===== src/rtl/bic_pkg.sv =====
package bic_pkg;

   // Register selector decoded from the offset within one group.
   typedef enum logic [2:0] {
      SEL_PEND,
      SEL_ENABLE,
      SEL_FORCE,
      SEL_CLEAR,
      SEL_POLARITY,
      SEL_TRIGGER,
      SEL_NONE
   } reg_sel_e;

   localparam int unsigned BANK_SPAN = 24;   // bytes occupied by one group
   localparam int unsigned MAX_BANKS = 5;

   function automatic reg_sel_e decode_offset(input logic [4:0] off);
      case (off)
         5'h00:   decode_offset = SEL_PEND;
         5'h04:   decode_offset = SEL_ENABLE;
         5'h08:   decode_offset = SEL_FORCE;
         5'h0C:   decode_offset = SEL_CLEAR;
         5'h10:   decode_offset = SEL_POLARITY;
         5'h14:   decode_offset = SEL_TRIGGER;
         default: decode_offset = SEL_NONE;
      endcase
   endfunction

endpackage


===== src/rtl/bic_sync.sv =====
module bic_sync #(
   parameter int unsigned WIDTH       = 32,
   parameter int unsigned SYNC_STAGES = 2
) (
   input  logic             clk_i,
   input  logic             rst_ni,
   input  logic [WIDTH-1:0] async_i,
   output logic [WIDTH-1:0] sync_o,
   output logic [WIDTH-1:0] prev_o
);

   if (SYNC_STAGES < 2) begin : g_bad_stages
      $error("bic_sync: SYNC_STAGES must be at least 2");
   end

   logic [WIDTH-1:0] stage_q [SYNC_STAGES];
   logic [WIDTH-1:0] prev_q;

   always_ff @(posedge clk_i or negedge rst_ni) begin
      if (!rst_ni) begin
         for (int s = 0; s < SYNC_STAGES; s++) stage_q[s] <= '0;
         prev_q <= '0;
      end else begin
         stage_q[0] <= async_i;
         for (int s = 1; s < SYNC_STAGES; s++) stage_q[s] <= stage_q[s-1];
         prev_q <= stage_q[SYNC_STAGES-1];
      end
   end

   assign sync_o = stage_q[SYNC_STAGES-1];
   assign prev_o = prev_q;

   // Cycles since reset, used only to bound the look-back of the check.
   logic [1:0] warm_q;
   always_ff @(posedge clk_i or negedge rst_ni) begin
      if (!rst_ni)             warm_q <= '0;
      else if (warm_q != 2'd3) warm_q <= warm_q + 2'd1;
   end

   if (SYNC_STAGES == 2) begin : g_chk2

      sync_delay_chk: assert property (@(posedge clk_i) disable iff (!rst_ni)
         (warm_q >= 2'd2) |-> (sync_o == $past(async_i, 2)));
   end

endmodule


===== src/rtl/bic_trigger.sv =====
module bic_trigger #(
   parameter int unsigned WIDTH = 32
) (
   input  logic [WIDTH-1:0] sync_i,
   input  logic [WIDTH-1:0] prev_i,
   input  logic [WIDTH-1:0] pol_i,
   input  logic [WIDTH-1:0] edge_sel_i,
   output logic [WIDTH-1:0] active_o,
   output logic [WIDTH-1:0] event_o
);

   for (genvar i = 0; i < WIDTH; i++) begin : g_bit
      logic rise, fall;
      assign rise        = sync_i[i] & ~prev_i[i];
      assign fall        = ~sync_i[i] & prev_i[i];
      assign active_o[i] = pol_i[i] ? sync_i[i] : ~sync_i[i];
      assign event_o[i]  = edge_sel_i[i] & (pol_i[i] ? rise : fall);
   end

endmodule


===== src/rtl/bic_bank.sv =====
module bic_bank
   import bic_pkg::*;
#(
   parameter int unsigned BANK_W = 32,
   parameter int unsigned DATA_W = 32,
   parameter int unsigned ADDR_W = 8,
   parameter int unsigned BASE   = 0
) (
   input  logic              clk_i,
   input  logic              rst_ni,
   input  logic              wr_i,
   input  logic [ADDR_W-1:0] addr_i,
   input  logic [DATA_W-1:0] wdata_i,
   input  logic [BANK_W-1:0] sync_i,
   input  logic [BANK_W-1:0] prev_i,
   output logic [DATA_W-1:0] rdata_o,
   output logic              irq_o
);

   localparam logic [ADDR_W-1:0] BASE_A = ADDR_W'(BASE);
   localparam logic [ADDR_W-1:0] SPAN_A = ADDR_W'(BANK_SPAN);

   logic [ADDR_W-1:0] rel;
   logic              in_rng;
   reg_sel_e          sel;

   assign rel    = addr_i - BASE_A;
   assign in_rng = (addr_i >= BASE_A) && (rel < SPAN_A);
   assign sel    = in_rng ? decode_offset(rel[4:0]) : SEL_NONE;

   logic              en_wr, pol_wr, trig_wr;
   logic [BANK_W-1:0] force_bits, clr_bits, wbits;

   assign wbits      = wdata_i[BANK_W-1:0];
   assign en_wr      = wr_i && (sel == SEL_ENABLE);
   assign pol_wr     = wr_i && (sel == SEL_POLARITY);
   assign trig_wr    = wr_i && (sel == SEL_TRIGGER);
   assign force_bits = (wr_i && (sel == SEL_FORCE)) ? wbits : '0;
   assign clr_bits   = (wr_i && (sel == SEL_CLEAR)) ? wbits : '0;

   logic [BANK_W-1:0] en_q, pol_q, trig_q, pend_q, pend_d;
   logic [BANK_W-1:0] active, evt;

   bic_trigger #(.WIDTH(BANK_W)) u_trig (
      .sync_i     (sync_i),
      .prev_i     (prev_i),
      .pol_i      (pol_q),
      .edge_sel_i (trig_q),
      .active_o   (active),
      .event_o    (evt)
   );

   // Level bits reload from the input each cycle; edge bits are sticky.
   for (genvar i = 0; i < BANK_W; i++) begin : g_next
      always_comb begin
         if (trig_q[i]) pend_d[i] = (pend_q[i] & ~clr_bits[i]) | evt[i] | force_bits[i];
         else           pend_d[i] = active[i] | force_bits[i];
      end
   end

   always_ff @(posedge clk_i or negedge rst_ni) begin
      if (!rst_ni) begin
         en_q   <= '0;
         pol_q  <= '1;
         trig_q <= '0;
         pend_q <= '0;
      end else begin
         if (en_wr)   en_q   <= wbits;
         if (pol_wr)  pol_q  <= wbits;
         if (trig_wr) trig_q <= wbits;
         pend_q <= pend_d;
      end
   end

   always_comb begin
      rdata_o = '0;
      case (sel)
         SEL_PEND:     rdata_o[BANK_W-1:0] = pend_q;
         SEL_ENABLE:   rdata_o[BANK_W-1:0] = en_q;
         SEL_POLARITY: rdata_o[BANK_W-1:0] = pol_q;
         SEL_TRIGGER:  rdata_o[BANK_W-1:0] = trig_q;
         default:      rdata_o = '0;
      endcase
   end

   assign irq_o = |(pend_q & en_q);


   mask_off_chk: assert property (@(posedge clk_i) disable iff (!rst_ni)
      (en_wr && (wbits == '0)) |=> !irq_o);

   for (genvar i = 0; i < BANK_W; i++) begin : g_chk

      edge_hold_chk: assert property (@(posedge clk_i) disable iff (!rst_ni)
         (trig_q[i] && pend_q[i] && !clr_bits[i] && !trig_wr) |=> pend_q[i]);

      edge_clear_chk: assert property (@(posedge clk_i) disable iff (!rst_ni)
         (trig_q[i] && clr_bits[i] && !force_bits[i] && !evt[i] && !trig_wr)
         |=> !pend_q[i]);

      level_follow_chk: assert property (@(posedge clk_i) disable iff (!rst_ni)
         (!trig_q[i] && !force_bits[i] && !trig_wr) |=> (pend_q[i] == $past(active[i])));
   end

endmodule


===== src/rtl/bic_top.sv =====
module bic_top
   import bic_pkg::*;
#(
   parameter int unsigned NUM_BANKS   = 5,
   parameter int unsigned BANK_W      = 32,
   parameter int unsigned DATA_W      = 32,
   parameter int unsigned ADDR_W      = 8,
   parameter int unsigned SYNC_STAGES = 2,
   parameter int unsigned STRIDE      = BANK_SPAN
) (
   input  logic                        clk_i,
   input  logic                        rst_ni,
   input  logic [NUM_BANKS*BANK_W-1:0] src_i,
   input  logic                        bus_wr_i,
   input  logic [ADDR_W-1:0]           bus_addr_i,
   input  logic [DATA_W-1:0]           bus_wdata_i,
   output logic [DATA_W-1:0]           bus_rdata_o,
   output logic [NUM_BANKS-1:0]        irq_o
);

   localparam int unsigned SRC_W = NUM_BANKS * BANK_W;

   if (NUM_BANKS < 1 || NUM_BANKS > MAX_BANKS) begin : g_bad_banks
      $error("bic_top: NUM_BANKS out of range");
   end
   if (BANK_W < 1 || BANK_W > DATA_W) begin : g_bad_width
      $error("bic_top: BANK_W must be 1..DATA_W");
   end
   if (STRIDE < BANK_SPAN || (STRIDE % 4) != 0) begin : g_bad_stride
      $error("bic_top: STRIDE too small or unaligned");
   end
   if (ADDR_W < 5 || (NUM_BANKS * STRIDE) > (1 << ADDR_W)) begin : g_bad_addr
      $error("bic_top: ADDR_W too narrow for the register map");
   end

   logic [SRC_W-1:0]  src_sync, src_prev;
   logic [DATA_W-1:0] rd_bank [NUM_BANKS];

   bic_sync #(.WIDTH(SRC_W), .SYNC_STAGES(SYNC_STAGES)) u_sync (
      .clk_i   (clk_i),
      .rst_ni  (rst_ni),
      .async_i (src_i),
      .sync_o  (src_sync),
      .prev_o  (src_prev)
   );

   for (genvar b = 0; b < NUM_BANKS; b++) begin : g_bank
      bic_bank #(
         .BANK_W (BANK_W),
         .DATA_W (DATA_W),
         .ADDR_W (ADDR_W),
         .BASE   (b * STRIDE)
      ) u_bank (
         .clk_i   (clk_i),
         .rst_ni  (rst_ni),
         .wr_i    (bus_wr_i),
         .addr_i  (bus_addr_i),
         .wdata_i (bus_wdata_i),
         .sync_i  (src_sync[b*BANK_W +: BANK_W]),
         .prev_i  (src_prev[b*BANK_W +: BANK_W]),
         .rdata_o (rd_bank[b]),
         .irq_o   (irq_o[b])
      );
   end

   always_comb begin
      bus_rdata_o = '0;
      for (int b = 0; b < NUM_BANKS; b++) bus_rdata_o = bus_rdata_o | rd_bank[b];
   end

endmodule


===== config.mk =====
export PLATFORM = sky130hd
export DESIGN_NAME = bic_top
export DESIGN_NICKNAME = d
export VERILOG_FILES = /design/src/rtl/bic_pkg.sv /design/src/rtl/bic_sync.sv /design/src/rtl/bic_trigger.sv /design/src/rtl/bic_bank.sv /design/src/rtl/bic_top.sv
export SDC_FILE = /design/constraint.sdc
export NUM_CORES = 2
export LEC_CHECK = 0
export BUFFER_PORTS_ARGS = -buffer_cell sky130_fd_sc_hd__buf_4
export CORE_ASPECT_RATIO = 1.25
export CORE_MARGIN = 3
export CORE_UTILIZATION = 61
export CTS_CLUSTER_SIZE = 10
export DETAILED_ROUTE_END_ITERATION = 6
export PLACE_DENSITY = 0.78
export SYNTH_ARGS = -nofsm -noshare
export SYNTH_HDL_FRONTEND = slang
export SYNTH_SLANG_ARGS = --single-unit

===== constraint.sdc =====
create_clock -name clk_i -period 3.3 [get_ports clk_i]
set_clock_uncertainty 0.05 [all_clocks]
set_input_delay 0.165 -clock clk_i [delete_from_list [all_inputs] [get_ports clk_i]]
set_output_delay 0.165 -clock clk_i [all_outputs]
set_load 0.02 [all_outputs]

==> results.ini <==
[finish]
multi_input_area_um2 = 19300
final_cell_area_um2 = 58800
drive_above_1_share = 0.285
ff_latch_area_um2 = 28200
nets = 4774
final_util = 0.745
fill_cells = 5116
area_delta_synth_final_pct = 20.9

[power_and_ir_drop]
power.density_nw_per_um2 = 538
ir_drop_mv = 0.457
leakagePower_nw = 26.4

[floorplan]
ioPinCount = 240
die_x_um = 259
die_y_um = 322
row_count = 115
core_um2 = 78900
start_util = 0.617
die-area_um2 = 83100

[detailed_routing]
drt_iter0_drc = 4045
totalWireLength_um = 162000
dr.pass1.iters = 7
drc_errors = 13
wl_per_cell_um = 28.3
vias_per_cell = 6.52
ant_nets = 0
num_vias = 37253

[logic_synthesis]
synth_fp_nets = 4209
netlist_instances = 3993
async_flop_share = 1.00
ys_types = 86
ys_ff_latch = 1120
syn_area_per_cell_um2 = 12.2
synth_ff_type = dfrtp_1
synth-seq-area-share = 0.581
synth_edf_count = 0
yosysWarnings = 0
syn-cell-area_um2 = 48600

[min_path]
whs_path_depth = 2
hp-start = src_i[157]
holdPathEnd = u_sync.stage_q[317]
min_path_type = in -> reg

[timing]
finalCritPeriodShare = 0.987
setup_viol = 0
rsz0062_at_grt = yes
worst_pin_slew_ns = 1.16
timing.fmax_mhz = 307
final.min_clock_period_ns = 3.26
hold_viol_final = 0
slew_viol_final = 0
relSlewSlack = 0.229

[worst_setup_path]
rr_startpoint = g_bank[1].u_bank.pol_q[11]
reg2reg_to = g_bank[1].u_bank.pend_q[11]
critPathLaunchType = primary input
reg2regPathDepth = 6
required_ns = 3.08
cp.arrival_ns = 3.04
crit_path_max_fanout = 12
r2r_slack_ns = 1.80
critPathKind = in -> out
end_kind = output port

[cts]
htree_levels = 4
cts-root-buf = clkbuf_16
cts_buffers = 130
cts_tree = yes
clk_latency_ns = 0.73
cts_buffer_depth = 3
cts.sinks = 1120
clk_pin_slew_ns = 0.05

[global_route]
grt_use_met1 = 0.497
antenna_found_initial = 9
grtUsageMet3 = 0.0786
grt_usage = 0.392
top_usage_layer = met2
grt_overflow_total = 0
grt_pass1_wl_um = 240000
grt_max_degree = 131
grtUsageMet2 = 0.617
grt_pass1_vias = 37841

[place]
gp_congestion = 0.986
port_buffers = 239
hpwl_um = 110000
post_dp_cell_area_um2 = 52900

[run_status]
outcome = complete, but fails checks
violations = design-rule violations

[flow_run]
max-cap-violations = 0

==> metal layers <==
layer / wire [µm] / vias to the layer above / part of all wire
met1: 60400 / 18914 / 0.37
met2: 75500 / 2048 / 0.47
met5: 45 / - / 0.00028
met3: 13400 / 536 / 0.083
li1: - / 15747 / -
met4: 12500 / 8 / 0.077
==> stage by stage <==
step | TNS, ns | setup slack, ns | hold slack [ns] | power (mW) | instances
floorplan | 0 | 0.266 | -0.181 | 16.8 | 3993
global placement | -0.0733 | -0.0733 | 0.139 | 18.2 | 5278
detailed placement | -0.0269 | -0.0269 | 0.143 | 18.3 | 5278
CTS | 0 | 0.0105 | 0.000342 | 31.6 | 5704
global route | -0.0153 | -0.0153 | 0.0155 | 32.6 | 5708
finish | 0 | 0.0439 | 0.0341 | 31.6 | 5713
==> how the worst max path moves through the flow <==
stage                                    start  cells after the start              end  slack [ns]
finish                           bus_addr_i[4]                     12  bus_rdata_o[14]        0.04
CTS                 g_bank[0].u_bank.trig_q[9]                      6   bus_rdata_o[9]        0.01
global placement                 bus_addr_i[4]                     10   bus_rdata_o[9]       -0.07
floorplan                        bus_addr_i[4]                     13  bus_rdata_o[28]        0.27
global route                     bus_addr_i[5]                     12  bus_rdata_o[21]       -0.02
detailed placement               bus_addr_i[4]                     10   bus_rdata_o[9]       -0.03
==> cell type report <==
type | instances | area share
Sequential cell | 1120 | 0.480
Timing Repair Buffer | 667 | 0.0998
Tap cell | 1053 | 0.0224
Clock buffer | 215 | 0.0626
Multi-Input combinational cell | 2591 | 0.329
Inverter | 48 | 0.00307
Clock inverter | 10 | 0.00219
Antenna cell | 9 | 0.000383
==> critical path: stages <==
cell      delay [ns]
buf_4           0.11
inv_1           0.05
ha_1            0.38
buf_4           0.17
nand2_1         0.08
nor2_2          0.88
buf_4           0.27
a22oi_1         0.06
nor3_1          0.41
nor4_1          0.13
nand3b_1        0.16
buf_4           0.16
==> cells in the final DEF, fill, tap and decap left out, types with 79 or more instances in the layout <==
cell / count
nor2_1: 139
a22oi_1: 119
xor2_1: 129
dfrtp_1: 960
o211ai_1: 103
buf_4: 437
dfstp_2: 160
mux2i_1: 80
dlygate4sd3_1: 201
clkbuf_16: 134
o21ai_0: 172
clkbuf_1: 79
mux2_2: 452
nand2_1: 422
a21oi_1: 197
==> flip-flops by register name, summed over array words and instances (netlist names) <==
signal and count:
g_bank.u_bank.pend_q 160, u_sync.sync_o 160, u_sync.stage_q 160, g_bank.u_bank.pol_q 160, g_bank.u_bank.en_q 160, u_sync.prev_o 160
g_bank.u_bank.trig_q 160
==> cell usage after synthesis (14+ instances only) <==
cell      instances  area share
a211o_1          66       0.012
a21boi_0         36      0.0056
a21oi_1         198       0.020
a221o_1          17      0.0035
a221oi_1         28      0.0050
a222oi_1         17      0.0035
a22o_1           27      0.0049
a22oi_1         119       0.018
a31oi_1          32      0.0041
a32oi_1          14      0.0025
buf_1            18      0.0014
buf_2            74      0.0076
clkbuf_1        125      0.0097
dfrtp_1         960        0.49
dfstp_2         160       0.086
inv_1            48      0.0037
mux2_1           19      0.0044
mux2_2          452        0.10
mux2_4           30      0.0093
mux2i_1          81       0.017
nand2_1         423       0.033
nand3_1          69      0.0071
nand4_1          36      0.0046
nor2_1          144       0.011
nor3_1           40      0.0041
nor4_1           16      0.0021
o211ai_1        103       0.016
o21a_1           32      0.0049
o21ai_0         173       0.018
o221ai_1         33      0.0059
o22ai_1          14      0.0018
xnor2_1          67       0.012
xor2_1          129       0.023
==> kinds of logic (layout without fill, tap and decap cells) <==
family,Yosys count,in the layout,synth area share
flip-flops,1120,1120,0.581
AO/OA/AOI/OAI,989,989,0.140
AND/OR/NAND/NOR,798,798,0.0739
multiplexers,595,595,0.141
buffers and inverters,282,940,0.0255
XOR/XNOR,196,196,0.0353
adder cells (fa/ha/maj),13,13,0.00335
other,0,9,0
==> power breakdown <==
group          switching (mW)  internal (mW)  leakage [nW]  total (mW)
logic                    1.56           1.32          11.0        2.88
clock network            5.56           7.60          1.82        13.2
registers               0.918           14.7          13.5        15.6
==> timing repair <==
action                     in CTS  in global routing
hold buffers                  201                  0
pin swaps                       1                  1
setup endpoints to repair       4                 14
buffers inserted                0                  0
gates resized for setup         4                 13
hold endpoints to repair     1149                  0
Power figures use the tool's default switching activity.
